$ cat src/rtl/pc_steer_pkg.sv
package pc_steer_pkg;

    // Opcodes that redirect the address; all others advance sequentially.
    localparam logic [3:0] OPC_BR_EQ  = 4'b1011;
    localparam logic [3:0] OPC_BR_ZER = 4'b1100;
    localparam logic [3:0] OPC_JREG   = 4'b1101;
    localparam logic [3:0] OPC_JLINK  = 4'b1110;
    localparam logic [3:0] OPC_JABS   = 4'b1111;

    typedef enum logic [1:0] {
        SEL_SEQ   = 2'd0,   // current + 1
        SEL_SP_LO = 2'd1,   // splice immediate into low bits
        SEL_REG   = 2'd2,   // operand value
        SEL_SP_HI = 2'd3    // splice jump field under top bits
    } steer_sel_e;

endpackage

$ cat src/rtl/pc_steer_incr.sv
module pc_steer_incr #(
    parameter int PC_W = 16
) (
    input  logic [PC_W-1:0] pc_i,
    output logic [PC_W-1:0] pc_inc_o
);
    localparam logic [PC_W-1:0] ONE = {{(PC_W-1){1'b0}}, 1'b1};

    // Modulo add: carry out of the top bit is dropped, so all-ones wraps to zero.
    assign pc_inc_o = pc_i + ONE;

endmodule

$ cat src/rtl/pc_steer_cond.sv
module pc_steer_cond
    import pc_steer_pkg::*;
#(
    parameter int PC_W = 16,
    parameter int OP_W = 4
) (
    input  logic [OP_W-1:0] op_i,
    input  logic [PC_W-1:0] rs_i,
    input  logic [PC_W-1:0] rd_i,
    output steer_sel_e      sel_o,
    output logic            link_o
);
    logic ops_equal;
    logic rs_zero;

    assign ops_equal = (rs_i == rd_i);
    assign rs_zero   = (rs_i == '0);

    always_comb begin
        sel_o  = SEL_SEQ;
        link_o = 1'b0;
        case (op_i)
            OPC_BR_EQ:  sel_o = ops_equal ? SEL_SP_LO : SEL_SEQ;
            OPC_BR_ZER: sel_o = rs_zero   ? SEL_SP_LO : SEL_SEQ;
            OPC_JREG:   sel_o = SEL_REG;
            OPC_JLINK: begin
                sel_o  = SEL_SP_HI;
                link_o = 1'b1;
            end
            OPC_JABS:   sel_o = SEL_SP_HI;
            default:    sel_o = SEL_SEQ;
        endcase
    end

endmodule

$ cat src/rtl/pc_steer_target.sv
module pc_steer_target
    import pc_steer_pkg::*;
#(
    parameter int PC_W  = 16,
    parameter int IMM_W = 6,
    parameter int JMP_W = 12
) (
    input  steer_sel_e       sel_i,
    input  logic [PC_W-1:0]  pc_i,
    input  logic [PC_W-1:0]  pc_inc_i,
    input  logic [IMM_W-1:0] imm_i,
    input  logic [JMP_W-1:0] jaddr_i,
    input  logic [PC_W-1:0]  rs_i,
    output logic [PC_W-1:0]  next_o
);
    localparam int LO_KEEP = PC_W - IMM_W;
    localparam int HI_KEEP = PC_W - JMP_W;

    logic [PC_W-1:0] br_tgt;
    logic [PC_W-1:0] jmp_tgt;

    // Upper bits come from the current address, not the incremented one.
    generate
        if (LO_KEEP > 0) begin : g_br_splice
            assign br_tgt = {pc_i[PC_W-1:IMM_W], imm_i};
        end else begin : g_br_full
            assign br_tgt = imm_i[PC_W-1:0];
        end
        if (HI_KEEP > 0) begin : g_jmp_splice
            assign jmp_tgt = {pc_i[PC_W-1:JMP_W], jaddr_i};
        end else begin : g_jmp_full
            assign jmp_tgt = jaddr_i[PC_W-1:0];
        end
    endgenerate

    always_comb begin
        case (sel_i)
            SEL_SP_LO: next_o = br_tgt;
            SEL_REG:   next_o = rs_i;
            SEL_SP_HI: next_o = jmp_tgt;
            default:   next_o = pc_inc_i;
        endcase
    end

endmodule

$ cat src/rtl/pc_steer.sv
module pc_steer
    import pc_steer_pkg::*;
#(
    parameter int PC_W  = 16,
    parameter int IMM_W = 6,
    parameter int JMP_W = 12,
    parameter int OP_W  = 4
) (
    input  logic             clk,
    input  logic             rst_i,
    input  logic [OP_W-1:0]  op_i,
    input  logic [IMM_W-1:0] imm_i,
    input  logic [JMP_W-1:0] jaddr_i,
    input  logic [PC_W-1:0]  rs_val_i,
    input  logic [PC_W-1:0]  rd_val_i,
    output logic [PC_W-1:0]  pc_o,
    output logic [PC_W-1:0]  pc_inc_o,
    output logic             taken_o,
    output logic             link_o
);
    typedef struct packed {
        logic [PC_W-1:0] pc;
    } steer_state_t;

    steer_state_t st_d, st_q;

    logic [PC_W-1:0] inc_w;
    logic [PC_W-1:0] target_w;
    steer_sel_e      sel_w;

    pc_steer_incr #(.PC_W(PC_W)) u_incr (
        .pc_i     (st_q.pc),
        .pc_inc_o (inc_w)
    );

    pc_steer_cond #(.PC_W(PC_W), .OP_W(OP_W)) u_cond (
        .op_i   (op_i),
        .rs_i   (rs_val_i),
        .rd_i   (rd_val_i),
        .sel_o  (sel_w),
        .link_o (link_o)
    );

    pc_steer_target #(.PC_W(PC_W), .IMM_W(IMM_W), .JMP_W(JMP_W)) u_target (
        .sel_i    (sel_w),
        .pc_i     (st_q.pc),
        .pc_inc_i (inc_w),
        .imm_i    (imm_i),
        .jaddr_i  (jaddr_i),
        .rs_i     (rs_val_i),
        .next_o   (target_w)
    );

    always_comb begin
        st_d = st_q;
        if (rst_i) begin
            st_d.pc = '0;
        end else begin
            st_d.pc = target_w;
        end
    end

    always_ff @(posedge clk) begin
        st_q <= st_d;
    end

    assign pc_o     = st_q.pc;
    assign pc_inc_o = inc_w;
    assign taken_o  = (sel_w != SEL_SEQ);

endmodule

$ cat config.mk
export PLATFORM = sky130hd
export DESIGN_NAME = pc_steer
export DESIGN_NICKNAME = d
export VERILOG_FILES = /design/src/rtl/pc_steer_pkg.sv /design/src/rtl/pc_steer_incr.sv /design/src/rtl/pc_steer_cond.sv /design/src/rtl/pc_steer_target.sv /design/src/rtl/pc_steer.sv
export SDC_FILE = /design/constraint.sdc
export NUM_CORES = 1
export LEC_CHECK = 0
export BUFFER_PORTS_ARGS = -buffer_cell sky130_fd_sc_hd__buf_2
export CORE_UTILIZATION = 40
export CTS_BUF_LIST = sky130_fd_sc_hd__clkbuf_4
export CTS_CLUSTER_DIAMETER = 100
export DETAILED_ROUTE_END_ITERATION = 16
export GPL_TIMING_DRIVEN = 0
export PLACE_DENSITY = 0.79
export RECOVER_POWER = 50
export SLEW_MARGIN = 40
export SYNTH_ARGS = -nofsm -noshare
export SYNTH_HDL_FRONTEND = slang
export SYNTH_HIERARCHICAL = 1
export SYNTH_SLANG_ARGS = --single-unit
$ cat constraint.sdc
create_clock -name clk -period 2.2 [get_ports clk]
set_input_delay 0.44 -clock clk [delete_from_list [all_inputs] [get_ports clk]]
set_output_delay 0.44 -clock clk [all_outputs]
set_load 0.05 [all_outputs]
==> qor.txt, run 1 <==
Status = complete, no violations
Worst skew pair latency = 0.29 ns
Synthesized cell area = 1420 um^2
Initial drt markers = 42
FILL cells = 291
# clock sinks = 16
Area used by multi-input combinational logic = 1230 um^2
CTS Buf Count = 3
Initial Utilization = 0.421
Largest fanout on the critical path = 6
First-pass GRT wire length = 6.19 mm
Vias in the first global route = 1349
Worst-margin pin slew = 0.616 ns
Cell Area, Placed = 2070 um^2
Final nets = 296
Hold-fix buffers, CTS = 0
Setup-failing EPs final = 0
Residual DRC count = 0
CP Launch Type = flop
Clk buf depth = 2
Setup total negative slack = 0 ns
Max VDD drop = 0.248 mV
DR WL/cell = 15.8 um
Chip width = 61.5 um
Largest register FFs = 16
Pwr Density = 424 nW/um^2
Routed vias = 1525
Core area = 3360 um^2
Layout cells sized above 1 = 0.639
Largest net degree at the start of global routing = 11
Total Routing Usage GR = 0.226
Diode count = 0
Die Area = 3780 um^2
Fin crit share = 0.978
Crit. End Element = output port
Seq/Total Area, Yosys = 0.226
H-tree levels = 1
RSZ-0062 raised after global routing = yes
Routed Antenna Nets = 0
Vias per inst = 5.37
GP Congestion = 0.790
I/O Buffers = 89
Library cells used by synthesis = 29
CTS root buf = clkbuf_4
Max-slew violations = 0
Ports = 90
Total gr overflow = 0
Fin area = 2260 um^2
Crit path DAT = 1.71 ns
Clock transition at path regs = 0.10 ns
Tmin final = 2.15 ns
Worst EP required = 1.76 ns
Slew margin rel. = 0.591
Yosys warning total = 6
Final Skew = 0.00393 ns
MaxCap Viol Count = 0
Final Core Density = 0.673
TritonCTS clock tree = done
Yosys reg bits = 16
Initial antenna violation count = 0
Syn Nets = 197
Critical path start-end classification = flop to output port
HP Class = primary input to flop
Syn_area_per_cell = 10.1 um^2
Register Area = 349 um^2
HPWL after DPL = 3.45 mm
Layout Area Growth over Synthesis = 59.9%
Row Count = 21
Post-Syn Instances = 140
Die height = 61.5 um
F_max = 465 MHz
Fin. Hold Viols = 0
Leak = 1.02 nW
Drt pass-1 iters = 4
Drt total wl = 4.49 mm
-- through the flow --
step           power [W]  hold slack (ns)  std cells  setup slack (ns)
3_5_place_dp    0.000779            0.637        275            -0.323
4_1_cts         0.000949            0.523        281           0.00887
2_1_floorplan   0.000654            0.645        140           -0.0262
3_3_place_gp    0.000774            0.622        275            -0.289
5_1_grt          0.00100            0.536        284           -0.0501
6_report        0.000960            0.528        284            0.0476
-- cell usage after synthesis --
| cell type | n | share of area |
|---|---|---|
| and2b_2 | 6 | 0.037 |
| buf_4 | 1 | 0.0053 |
| inv_1 | 4 | 0.011 |
| nand2_1 | 9 | 0.024 |
| nor3_1 | 5 | 0.018 |
| and3_1 | 1 | 0.0044 |
| nor4_2 | 4 | 0.035 |
| or2_2 | 1 | 0.0044 |
| nor3b_1 | 1 | 0.0053 |
| nor4_1 | 6 | 0.027 |
| nand4_1 | 4 | 0.018 |
| nor2b_1 | 3 | 0.013 |
| mux2i_1 | 4 | 0.028 |
| xnor2_1 | 8 | 0.050 |
| buf_6 | 3 | 0.024 |
| nand4_4 | 1 | 0.015 |
| o22ai_1 | 1 | 0.0044 |
| buf_2 | 1 | 0.0035 |
| xor2_1 | 22 | 0.14 |
| mux4_2 | 12 | 0.19 |
| nor2_1 | 7 | 0.019 |
| nor2b_2 | 7 | 0.043 |
| nand3_2 | 1 | 0.0071 |
| ha_1 | 1 | 0.0088 |
| o21ai_0 | 4 | 0.014 |
| nand3_1 | 5 | 0.018 |
| a31oi_1 | 1 | 0.0044 |
| dfxtp_1 | 16 | 0.23 |
| nand4b_1 | 1 | 0.0062 |
-- what timing repair did --
item / in CTS / in global routing
cloned: 0 / 0
setup buffers: 2 / 3
pin swaps: 3 / 13
setup endpoints to repair: 13 / 19
gates resized for setup: 9 / 30
-- path summary, 6_finish.rpt --
| kind | end | start | slack (ns) | cells after the start |
|---|---|---|---|---|
| max | pc_inc_o[15] | pc_o[0]$_SDFF_PP0_ | 0.05 | 5 |
| min | pc_o[13]$_SDFF_PP0_ | rst_i | 0.53 | 2 |
| max reg2reg | pc_o[8]$_SDFF_PP0_ | pc_o[0]$_SDFF_PP0_ | 0.39 | 7 |
| min reg2reg | pc_o[12]$_SDFF_PP0_ | pc_o[12]$_SDFF_PP0_ | 0.66 | 3 |
-- cell usage in the layout (no fill, tap or decap), drive strengths merged, types with 5 or more instances in the layout --
master,Yosys,final
nor2b,10,10
and2b,6,6
clkbuf,0,19
dfxtp,16,16
mux4,12,12
nor2,7,7
xnor2,8,8
buf,5,83
nand4,5,5
nor3,5,5
xor2,22,22
nand3,6,6
nor4,10,10
nand2,9,9
-- power by group --
| group | switching, W | total (W) | internal, W | leakage (nW) |
|---|---|---|---|---|
| Combinational | 0.000275 | 0.000448 | 0.000173 | 0.865 |
| Clock | 0.000100 | 0.000166 | 0.0000660 | 0.0154 |
| Sequential | 0.0000356 | 0.000346 | 0.000311 | 0.138 |
-- kinds of logic (layout without fill, tap and decap cells) --
group	count (synthesis)	after routing	share of synthesized area
adder cells (fa/ha/maj)	1	1	0.00884
multiplexers	16	16	0.219
flip-flops	16	16	0.226
AND/OR/NAND/NOR	62	62	0.294
AO/OA/AOI/OAI	6	6	0.0230
buffers and inverters	9	107	0.0433
XOR/XNOR	30	30	0.186
-- cell type report --
type                       instances  share of cell area
clock buffer                       3             0.00995
inverter                           4             0.00663
timing repair buffer              94               0.237
sequential                        16               0.154
multi-input combinational        115               0.545
tap                               46              0.0254
buffer                             5              0.0205
clock inverter                     1             0.00166
-- worst max-delay path: stages (launching register included) --
cell and delay, ns:
dfxtp_4 0.40, nand4_1 0.10, buf_6 0.16, nor4_4 0.34, xor2_2 0.23, buf_6 0.19
-- layer usage --
metal | share of wire | vias to the layer above | track usage
met5 | 0 | - | 0
met4 | 0.014 | 0 | 0.0825
met3 | 0.075 | 6 | 0.0504
met2 | 0.53 | 81 | 0.375
met1 | 0.38 | 740 | 0.290
li1 | - | 698 | -
Power figures use the tool's default switching activity.
==> inputs of run 2 (changes only) <==
--- a/config.mk
+++ b/config.mk
@@ -5,8 +5,8 @@
 export SDC_FILE = /design/constraint.sdc
 export NUM_CORES = 1
 export LEC_CHECK = 0
-export BUFFER_PORTS_ARGS = -buffer_cell sky130_fd_sc_hd__buf_2
-export CORE_UTILIZATION = 40
+export BUFFER_PORTS_ARGS = -buffer_cell sky130_fd_sc_hd__buf_4
+export CORE_UTILIZATION = 41
 export CTS_BUF_LIST = sky130_fd_sc_hd__clkbuf_4
 export CTS_CLUSTER_DIAMETER = 100
 export DETAILED_ROUTE_END_ITERATION = 16
@@ -16,5 +16,4 @@
 export SLEW_MARGIN = 40
 export SYNTH_ARGS = -nofsm -noshare
 export SYNTH_HDL_FRONTEND = slang
-export SYNTH_HIERARCHICAL = 1
 export SYNTH_SLANG_ARGS = --single-unit
==> qor.txt, run 2 <==
Vias in the first global route = 1903 (+41%)
Clock transition at path regs = 0.11 ns (about the same)
H-tree levels = 1 (unchanged)
Top cell type's share of synthesized area = 0.204 (-0.0220)
Fin cells = 361 (+27%)
Post-Syn Instances = 206 (+47%)
Area share of fa/ha/maj cells after synthesis = 0.00798 (-0.000861)
Status = finished with violations
Fraction of synthesized area in multiplexers = 0.0128 (-0.207)
HPWL after DPL = 4.38 mm (+27%)
Flop pwr share = 0.333 (-0.028)
Count leader, synth = nand2_1
Ports = 90 (unchanged)
Routed Antenna Nets = 0 (unchanged)
Fin. Hold Viols = 0 (unchanged)
Diode count = 0 (unchanged)
Largest net degree at the start of global routing = 11 (unchanged)
Clock Power Share = 0.166 (-0.007)
Ys async rst share = 0 (unchanged)
Core area = 3660 um^2 (+8.9%)
First-pass GRT wire length = 9.04 mm (+46%)
Routed vias = 2103 (+38%)
RSZ-0062 raised after global routing = yes
Layout Area Growth over Synthesis = 74.9%
TritonCTS clock tree = done
Total gr overflow = 0 (unchanged)
Register Area = 354 um^2 (+1.4%)
Combinational group share of total power = 0.501 (+0.035)
I/O Buffers = 88 (-1.1%)
Cell Area, Placed = 2430 um^2 (+17%)
FILL cells = 296 (+1.7%)
Yosys warning total = 0 (-6)
Largest family of logic cells by synthesized area = simple AND/OR/NAND/NOR gates
Tmin final = 2.37 ns (+0.214 ns)
Residual DRC count = 0 (unchanged)
Worst R2R Path Depth = 8 (+1)
F_max = 423 MHz (-9.0%)
Worst Hold End = pc_o[10]$_SDFFE_PP0P_
Max VDD drop = 0.400 mV (+61%)
Fin area = 2740 um^2 (+21%)
Hold Path Stages = 3 (+1)
Net Sw Frac = 0.444 (+0.0164)
Critical path start-end classification = primary input to output port
Vias per inst = 5.83 (+8.5%)
Total Routing Usage GR = 0.284 (+0.0575)
Simple-gate share of the synthesized area = 0.330 (+0.0361)
Crit path cell chain = buf_6, xor2_2, or4_4, nor4_4, a211oi_4, inv_4, buf_8
Commonest cells after routing, fill and taps aside = buf_4, nand2_1, nor2_1, clkbuf_1, buf_6
Library cells used by synthesis = 48 (+66%)
Cells after DPL = 342 (+24%)
Worst EP required = 1.76 ns (about the same)
Clk buf depth = 2 (unchanged)
Synthesized cell area = 1570 um^2 (+11%)
Sw Pwr = 0.000460 W (+12%)
Crit. End Element = output port
CTS Buf Count = 3 (unchanged)
Final Worst Setup Slack = -0.166 ns (-0.214 ns)
Chip width = 63.8 um (+3.8%)
Final nets = 371 (+25%)
Hold Crit Start = rst_i
Worst skew pair latency = 0.30 ns (about the same)
Primary FF master, synth = dfxtp_1
Setup-failing EPs final = 3 (+3)
Area used by multi-input combinational logic = 1480 um^2 (+20%)
XOR/XNOR Fraction of Synth Area = 0.168 (-0.0181)
DR WL/cell = 17.4 um (+10%)
# clock sinks = 16 (unchanged)
Most common cell after layout, fill and taps aside = buf_4
Crit path DAT = 1.93 ns (+0.22 ns)
Yosys reg bits = 16 (unchanged)
Initial Utilization = 0.428 (+0.00747)
Initial antenna violation count = 0 (unchanged)
GP Congestion = 0.940 (+19%)
Pwr Density = 378 nW/um^2 (-11%)
CP Launch Type = primary input
Seq/Total Area, Yosys = 0.204 (-0.0220)
Largest cells by area after synthesis = dfxtp_1, xor2_1, xnor2_1
CTS root buf = clkbuf_4
Largest fanout on the critical path = 2 (-4)
Syn_area_per_cell = 7.61 um^2 (-25%)
Worst slack after detailed placement = -0.279 ns (+0.0438 ns)
Largest register FFs = 16 (unchanged)
Top cell type by total area after synthesis = dfxtp_1
Die height = 63.8 um (+3.8%)
Hold-fix buffers, CTS = 0 (unchanged)
Final Skew = 0.0104 ns (+0.00648 ns)
Fin crit share = 1.08 (+0.0973)
Max-slew violations = 0 (unchanged)
CP max-delay cell = or4_4
Layout cells sized above 1 = 0.466 (-0.172)
Worst reg-to-reg setup slack = 0.34 ns (-0.05 ns)
Row Count = 22 (+4.8%)
Worst-margin pin slew = 0.843 ns (+0.227 ns)
Post-synth EDFFs = 0 (unchanged)
Slew margin rel. = 0.432 (-0.159)
Die Area = 4070 um^2 (+7.8%)
Worst r2r src = pc_o[12]$_SDFFE_PP0P_
Power Internal = 0.000576 W (+4.9%)
FF-to-FF End = pc_o[15]$_SDFFE_PP0P_
Leak = 1.25 nW (+23%)
Drt total wl = 6.30 mm (+40%)
Synth Area in Compound Gates = 0.245 (+0.222)
Most frequent cells after synthesis = nand2_1, nor2_1, xor2_1
Initial drt markers = 108 (+160%)
MaxCap Viol Count = 0 (unchanged)
Final Core Density = 0.749 (+0.0762)
Syn Nets = 263 (+34%)
Violated checks = negative setup slack
CP peak stage delay = 0.54 ns (+0.14 ns)
Drt pass-1 iters = 4 (unchanged)
HP Class = primary input to flop
run 2: worst max-delay path by stage:
| stage | from | to | slack, ns | cells after the start |
|---|---|---|---|---|
| after floorplan | pc_o[4]$_SDFF_PP0_ | pc_inc_o[15] | -0.12 | 4 |
| after global placement | rs_val_i[6] | taken_o | -0.27 | 7 |
| after detailed placement | rs_val_i[6] | taken_o | -0.28 | 7 |
| after CTS | rd_val_i[8] | taken_o | -0.14 | 7 |
| after global routing | pc_o[12]$_SDFFE_PP0P_ | pc_inc_o[15] | -0.24 | 5 |
| final | rd_val_i[7] | taken_o | -0.17 | 7 |
run 2: power by group through the flow:
stage | combinational (W) | sequential [W] | clock, W
final | 0.000519 | 0.000345 | 0.000172
after global routing | 0.000544 | 0.000349 | 0.000193
after CTS | 0.000504 | 0.000349 | 0.000173
after detailed placement | 0.000486 | 0.000351 | 0
after global placement | 0.000483 | 0.000350 | 0
after floorplan | 0.000234 | 0.000410 | 0
run 2: kinds of logic after synthesis:
| family | after synthesis |
|---|---|
| simple gates | 95 |
| fa+ha+maj | 1 |
| mux | 2 |
| compound gates | 50 |
| xor+xnor | 30 |
| buf+inv | 12 |
| flops | 16 |
run 2: critical path, delay by kind of cell:
family,cells,cell delay (ns)
compound gates,1,0.13
simple gates,2,0.86
xor+xnor,1,0.17
buf+inv,3,0.33
run 2: through the flow:
step	setup TNS, ns	total power [W]	hold slack (ns)
global placement	-0.664	0.000833	0.504
global route	-0.787	0.00109	0.418
CTS	-0.143	0.00103	0.422
floorplan	-0.158	0.000644	0.606
finish	-0.392	0.00104	0.425
detailed placement	-0.726	0.000837	0.504
run 2: timing repair:
action | in CTS | in global routing
buffers inserted | 4 | 12
resized for setup | 29 | 27
pin swaps | 11 | 16
setup endpoints to repair | 8 | 7
endpoints found under the hold margin | 0 | 0
run 2: layout make-up:
type                    instances  share of cell area
multi-input cells             178               0.538
repair buffers                104               0.283
clock buffers                   3             0.00821
clock inverters                 1             0.00137
inverters                       6             0.00912
plain buffers                   5             0.00912
well taps                      48              0.0219
flip-flops and latches         16               0.129
run 2: per-layer routing:
| layer | part of all wire | routed length [um] | track usage | vias up |
|---|---|---|---|---|
| li1 | - | - | - | 983 |
| met3 | 0.091 | 574 | 0.0696 | 14 |
| met1 | 0.41 | 2600 | 0.359 | 989 |
| met5 | 0 | 0 | 0 | - |
| met2 | 0.48 | 3010 | 0.489 | 117 |
| met4 | 0.018 | 116 | 0.0483 | 0 |
